==> config.mk <==
export PLATFORM = sky130hd
export DESIGN_NAME = fifo_almost_flags
export DESIGN_NICKNAME = d
export VERILOG_FILES = /design/src/rtl/fifo_flag_pkg.sv /design/src/rtl/flag_prog_seq.sv /design/src/rtl/flag_occ_cnt.sv /design/src/rtl/flag_cmp.sv /design/src/rtl/fifo_almost_flags.sv
export SDC_FILE = /design/constraint.sdc
export NUM_CORES = 1
export LEC_CHECK = 0
export ABC_CLOCK_PERIOD_IN_PS = 4350
export BUFFER_PORTS_ARGS = -buffer_cell sky130_fd_sc_hd__buf_2
export CORE_MARGIN = 5
export CORE_UTILIZATION = 60
export DETAILED_ROUTE_END_ITERATION = 6
export HOLD_SLACK_MARGIN = 0.06
export PLACE_DENSITY_LB_ADDON = 0.25
export SLEW_MARGIN = 20
export SYNTH_ARGS = -nofsm -noshare
export SYNTH_HDL_FRONTEND = slang
export SYNTH_HIERARCHICAL = 1
export SYNTH_SLANG_ARGS = --single-unit
==> constraint.sdc <==
create_clock -name clk_i -period 4.35 [get_ports clk_i]
set_clock_uncertainty 0.15 [all_clocks]
set_input_delay 0.435 -clock clk_i [delete_from_list [all_inputs] [get_ports clk_i]]
set_output_delay 0.435 -clock clk_i [all_outputs]
set_load 0.005 [all_outputs]
==> src/rtl/fifo_flag_pkg.sv <==
package fifo_flag_pkg;
  typedef enum logic [1:0] {
    PRG_ARMED  = 2'd0,
    PRG_SECOND = 2'd1,
    PRG_CLOSED = 2'd2
  } prg_state_e;
endpackage

==> src/rtl/flag_prog_seq.sv <==
module flag_prog_seq
  import fifo_flag_pkg::*;
#(
  parameter int OFFS_W   = 8,
  parameter int DEF_OFFS = 128
) (
  input  logic              clk_i,
  input  logic              rst_ni,
  input  logic              prog_en_ni,
  input  logic [OFFS_W-1:0] data_i,
  input  logic              first_wr_i,
  input  logic              wr_i,
  output logic [OFFS_W-1:0] x_o,
  output logic [OFFS_W-1:0] y_o,
  output logic              wr_block_o
);
  localparam logic [OFFS_W-1:0] DEF_V = OFFS_W'(DEF_OFFS);

  prg_state_e        state_q;
  logic              seen_q;
  logic [OFFS_W-1:0] x_q, y_q;
  logic              lock_now, prog_edge;

  assign lock_now   = seen_q | first_wr_i;
  assign prog_edge  = !prog_en_ni && (state_q != PRG_CLOSED) && !lock_now;
  assign wr_block_o = prog_edge;
  assign x_o = x_q;
  assign y_o = y_q;

  always_ff @(posedge clk_i or negedge rst_ni) begin
    if (!rst_ni) begin
      state_q <= PRG_ARMED;
      seen_q  <= 1'b0;
      x_q     <= DEF_V;
      y_q     <= DEF_V;
    end else begin
      if (first_wr_i || (wr_i && !prog_edge)) seen_q <= 1'b1;
      unique case (state_q)
        PRG_ARMED: if (prog_edge) begin
          x_q     <= data_i;
          y_q     <= data_i;
          state_q <= PRG_SECOND;
        end
        PRG_SECOND: begin
          if (prog_edge) y_q <= data_i;
          // window closes on the second edge or when the enable is released
          state_q <= PRG_CLOSED;
        end
        default: state_q <= PRG_CLOSED;
      endcase
    end
  end

  a_r5_y_only: assert property (@(posedge clk_i) disable iff (!rst_ni)
    (state_q == PRG_SECOND) |=> $stable(x_q));
  a_r6_closed_hold: assert property (@(posedge clk_i) disable iff (!rst_ni)
    (state_q == PRG_CLOSED) |=> ($stable(x_q) && $stable(y_q) && state_q == PRG_CLOSED));
  a_r7_lock_hold: assert property (@(posedge clk_i) disable iff (!rst_ni)
    seen_q |=> ($stable(x_q) && $stable(y_q)));
  a_r8_block_advances: assert property (@(posedge clk_i) disable iff (!rst_ni)
    wr_block_o |=> (state_q != PRG_ARMED));
endmodule

==> src/rtl/flag_occ_cnt.sv <==
module flag_occ_cnt #(
  parameter int DEPTH = 512,
  parameter int CNT_W = $clog2(DEPTH + 1)
) (
  input  logic             clk_i,
  input  logic             rst_ni,
  input  logic             wr_i,
  input  logic             rd_i,
  output logic [CNT_W-1:0] cnt_o
);
  localparam logic [CNT_W-1:0] FULL_V = CNT_W'(DEPTH);

  logic [CNT_W-1:0] cnt_q;
  logic inc, dec;

  assign inc   = wr_i && (cnt_q != FULL_V);
  assign dec   = rd_i && (cnt_q != '0);
  assign cnt_o = cnt_q;

  always_ff @(posedge clk_i or negedge rst_ni) begin
    if (!rst_ni)          cnt_q <= '0;
    else if (inc && !dec) cnt_q <= cnt_q + 1'b1;
    else if (dec && !inc) cnt_q <= cnt_q - 1'b1;
  end

  a_r11_bound: assert property (@(posedge clk_i) disable iff (!rst_ni)
    cnt_q <= FULL_V);
  a_r11_full_hold: assert property (@(posedge clk_i) disable iff (!rst_ni)
    (cnt_q == FULL_V && !rd_i) |=> (cnt_q == FULL_V));
endmodule

==> src/rtl/flag_cmp.sv <==
module flag_cmp #(
  parameter int DEPTH  = 512,
  parameter int CNT_W  = $clog2(DEPTH + 1),
  parameter int OFFS_W = 8
) (
  input  logic [CNT_W-1:0]  cnt_i,
  input  logic [OFFS_W-1:0] x_i,
  input  logic [OFFS_W-1:0] y_i,
  output logic              half_o,
  output logic              almost_o
);
  localparam logic [CNT_W-1:0] FULL_V = CNT_W'(DEPTH);
  localparam logic [CNT_W-1:0] HALF_V = CNT_W'(DEPTH / 2);

  logic [CNT_W-1:0] hi_thr;
  logic near_lo, near_hi;

  assign hi_thr   = FULL_V - CNT_W'(y_i);
  assign near_lo  = cnt_i <= CNT_W'(x_i);
  assign near_hi  = cnt_i >= hi_thr;
  assign half_o   = cnt_i >= HALF_V;
  assign almost_o = near_lo || near_hi;
endmodule

==> src/rtl/fifo_almost_flags.sv <==
module fifo_almost_flags #(
  parameter int DEPTH    = 512,
  parameter int OFFS_W   = 8,
  parameter int DEF_OFFS = 128
) (
  input  logic              clk_i,
  input  logic              rst_ni,
  input  logic              prog_en_ni,
  input  logic [OFFS_W-1:0] data_i,
  input  logic              wr_i,
  input  logic              rd_i,
  input  logic              first_wr_i,
  output logic              half_o,
  output logic              almost_o,
  output logic              wr_block_o
);
  localparam int CNT_W = $clog2(DEPTH + 1);
  localparam logic [CNT_W-1:0] HALF_V = CNT_W'(DEPTH / 2);

  logic [OFFS_W-1:0] x_w, y_w;
  logic [CNT_W-1:0]  cnt_w;
  logic              block_w;

  flag_prog_seq #(.OFFS_W(OFFS_W), .DEF_OFFS(DEF_OFFS)) u_seq (
    .clk_i, .rst_ni, .prog_en_ni, .data_i, .first_wr_i, .wr_i,
    .x_o(x_w), .y_o(y_w), .wr_block_o(block_w)
  );

  flag_occ_cnt #(.DEPTH(DEPTH), .CNT_W(CNT_W)) u_cnt (
    .clk_i, .rst_ni, .wr_i(wr_i && !block_w), .rd_i, .cnt_o(cnt_w)
  );

  flag_cmp #(.DEPTH(DEPTH), .CNT_W(CNT_W), .OFFS_W(OFFS_W)) u_cmp (
    .cnt_i(cnt_w), .x_i(x_w), .y_i(y_w), .half_o, .almost_o
  );

  assign wr_block_o = block_w;

  a_r3_empty_almost: assert property (@(posedge clk_i) disable iff (!rst_ni)
    (cnt_w == '0) |-> almost_o);
  a_r2_half_rise: assert property (@(posedge clk_i) disable iff (!rst_ni)
    $rose(half_o) |-> ($past(cnt_w) == HALF_V - 1'b1));
  a_r8_blocked_no_inc: assert property (@(posedge clk_i) disable iff (!rst_ni)
    (block_w && !rd_i) |=> (cnt_w == $past(cnt_w)));
endmodule

==> impl_metrics.tcl <==
set metrics [dict create \
    outcome "finished, final reports clean" \
    yosys.area.top_type "dfrtp_1" \
    hp-class "primary input to flip-flop" \
    vias 1651 \
    grt_max_degree 30 \
    reg2reg_from "u_cnt/cnt_o[6]" \
    setup_viol 0 \
    synth_edf_count 0 \
    ctsResizeCount 0 \
    start_util_pct 63.8 \
    hold_ws_ns 0.185 \
    synth_seq_cells 29 \
    finalMaxSlewViolations 0 \
    crit_type "flip-flop to flip-flop" \
    grt_pass1_vias 1628 \
    ys.flop_type "dfrtp_1" \
    gr-total-overflow 0 \
    crit_start "u_cnt/cnt_o[6]" \
    die_area_sq_um 4940 \
    crit_slowest_cell "dfrtp_1" \
    synthTopCellsByCount "ha_1 (28), dfrtp_1 (27), inv_1 (19), a21oi_1 (12), nand2_1 (11)" \
    yosys.area.top_type_share_pct 31.0 \
    max_stage_delay_ns 0.46 \
    ys_types 54 \
    grtUsageTotal_pct 19.1 \
    crit_fanout 10 \
    worstPathArrival_ns 3.53 \
    worstPathCellList "nor4_1 -> nand2_1 -> nor4_1 -> a21boi_1 -> ha_1 -> inv_1 -> ha_1 -> a21o_1 -> a221oi_4 -> mux2i_1 -> nand4_1 -> o311ai_1" \
    placementRows 21 \
    die_w_microns 70.3 \
    yosysWarningCount 6 \
    syn-num-nets 254 \
    cap_viol_max_count 0 \
    nets 275 \
    htree_levels 2 \
    syn_to_final_growth_pct 8.39 \
    io_buffers 16 \
    wl_per_cell_microns 15.7 \
    p_per_area_nw_per_um2 577 \
    cts_tree "built" \
    vias_per_cell 5.92 \
    io_pins 17 \
    worstPathRequired_ns 4.45 \
    period_share_pct 78.9 \
    synth.top_cells.by_area "dfrtp_1 (31%), ha_1 (16%), mux2_4 (5.5%)" \
    dp.final_hpwl_mm 3.32 \
    dr.pass1.iters 5 \
    cts_sinks 29 \
    core_sq_um 3420 \
    clock_path_buffers 2 \
    ys_seq_area_share_pct 33.4 \
    antenna_found_initial 0 \
    ir_drop_mv 0.394 \
    drt-total-wl_mm 4.37 \
    cp-end-kind "flip-flop" \
    setup_tns_ns 0 \
    clk_pin_slew_worst_paths_ns 0.11 \
    leakagePower_nw 1.15 \
    period_minus_slack_ns 3.43 \
    syn_area_sq_um 2180 \
    cp-start-kind "flip-flop" \
    drive_gt1_share_pct 23.2 \
    fmax_mhz 291 \
    gp_congestion 0.852 \
    synth_async_sr_flop_share_pct 100 \
    drc 0 \
    grt_pass1_wl_mm 7.46 \
    synthCells 211 \
    ctsHoldBuffers 1 \
    hold_violations 0 \
    dieHeight_microns 70.3 \
    worstMarginPinSlew_ns 0.700 \
    ant_nets 0 \
    insertion_delay_ns 0.34 \
    cts_root_buf "clkbuf_4" \
    cts_setup_buffers 0 \
    num_antenna_cells 0 \
    max_slew_margin_pct 53.3 \
    synth.avg_cell_area_sq_um 10.3 \
    yosysMostFrequentCell "ha_1" \
    rsz0062_at_grt "no" \
    numCtsBuffers 5 \
    hold_start "data_i[0]" \
    first_iter_violations 76 \
]
## area by class of cell
type	count	area, sq um
repair buffers	17	90.1
fillers	282	1050
inverters	20	75.1
multi-input cells	159	1360
clock buffers	5	37.5
clock inverters	3	17.5
well taps	46	57.6
flip-flops and latches	29	728
## logic make-up (layout without fill, tap and decap cells)
family,Yosys count,in the layout,synth area share [%]
AOI/OAI and AO/OA,50,50,17.4
xor gates and xnor gates,10,10,4.02
adders and majority gates,29,29,17.0
buffers and inverters,23,45,4.36
DFF,29,29,33.4
muxes,18,18,10.6
and+or+nand+nor,52,52,13.2
## cells in the final DEF, fill, tap and decap left out, types with 5 or more instances in the layout
cell / instances
nand2_1: 11
dfrtp_1: 27
mux2_4: 8
nor3_1: 7
xor2_1: 7
o21ai_1: 7
clkbuf_4: 5
nand4_1: 5
ha_1: 28
inv_1: 19
a21oi_1: 12
buf_2: 16
nor2_1: 9
mux2_2: 8
## per-stage QoR
step	instance area, sq um	utilization (%)	std cells	worst slack [ns]	total power (W)
floorplan	2180	-	211	1.11	0.00101
global route	2360	69.1	279	0.736	0.00149
finish	2360	69.1	279	0.918	0.00136
global placement	2300	67.2	270	0.882	0.00117
CTS	2360	69.1	279	0.960	0.00136
detailed placement	2300	67.2	270	0.780	0.00119
## worst paths after layout
kind	slack, ns	cells after the start	end
worst min register to register	0.34	1	u_seq/state_q[1]
worst min-delay path	0.19	2	u_seq/y_o[0]
worst max-delay path	0.92	12	u_cnt/cnt_o[9]
worst max register to register	0.92	12	u_cnt/cnt_o[9]
max in group asynchronous	3.11	2	u_cnt/cnt_o[4]
min in group asynchronous	0.49	2	u_cnt/cnt_o[7]
## power breakdown
| part | internal, W | leakage, nW | total [W] | switching, W |
|---|---|---|---|---|
| Combinational | 0.000356 | 0.761 | 0.000766 | 0.000410 |
| Sequential | 0.000332 | 0.360 | 0.000432 | 0.0000998 |
| Clock | 0.0000608 | 0.0310 | 0.000165 | 0.000104 |
| Total | 0.000749 | 1.15 | 0.00136 | 0.000614 |
## per-layer routing
metal  GRT usage (%)  routed length, microns  up-vias  share of wire (%)
li1                -                       -      815                  -
met1            24.7                    2110      791                 48
met2            29.9                    1970       35                 45
met3            5.45                     216       10                4.9
met4            7.45                      65        0                1.5
met5               0                       0        -                  0
## sequential cells by signal, indices dropped and copies added, names as in the netlist
| name | flops |
|---|---|
| u_seq/seen_q | 1 |
| u_seq/state_q | 2 |
| u_seq/x_o | 8 |
| u_seq/y_o | 8 |
| u_cnt/cnt_o | 10 |
## critical path: cells and delay by family, from the launching register on
| family | cells | cell delay [ns] |
|---|---|---|
| fa+ha+maj | 2 | 0.64 |
| mux | 1 | 0.23 |
| buf+inv | 1 | 0.27 |
| simple gates | 4 | 0.80 |
| flops | 1 | 0.46 |
| compound gates | 4 | 0.78 |
(Power assumes the default switching activity.)
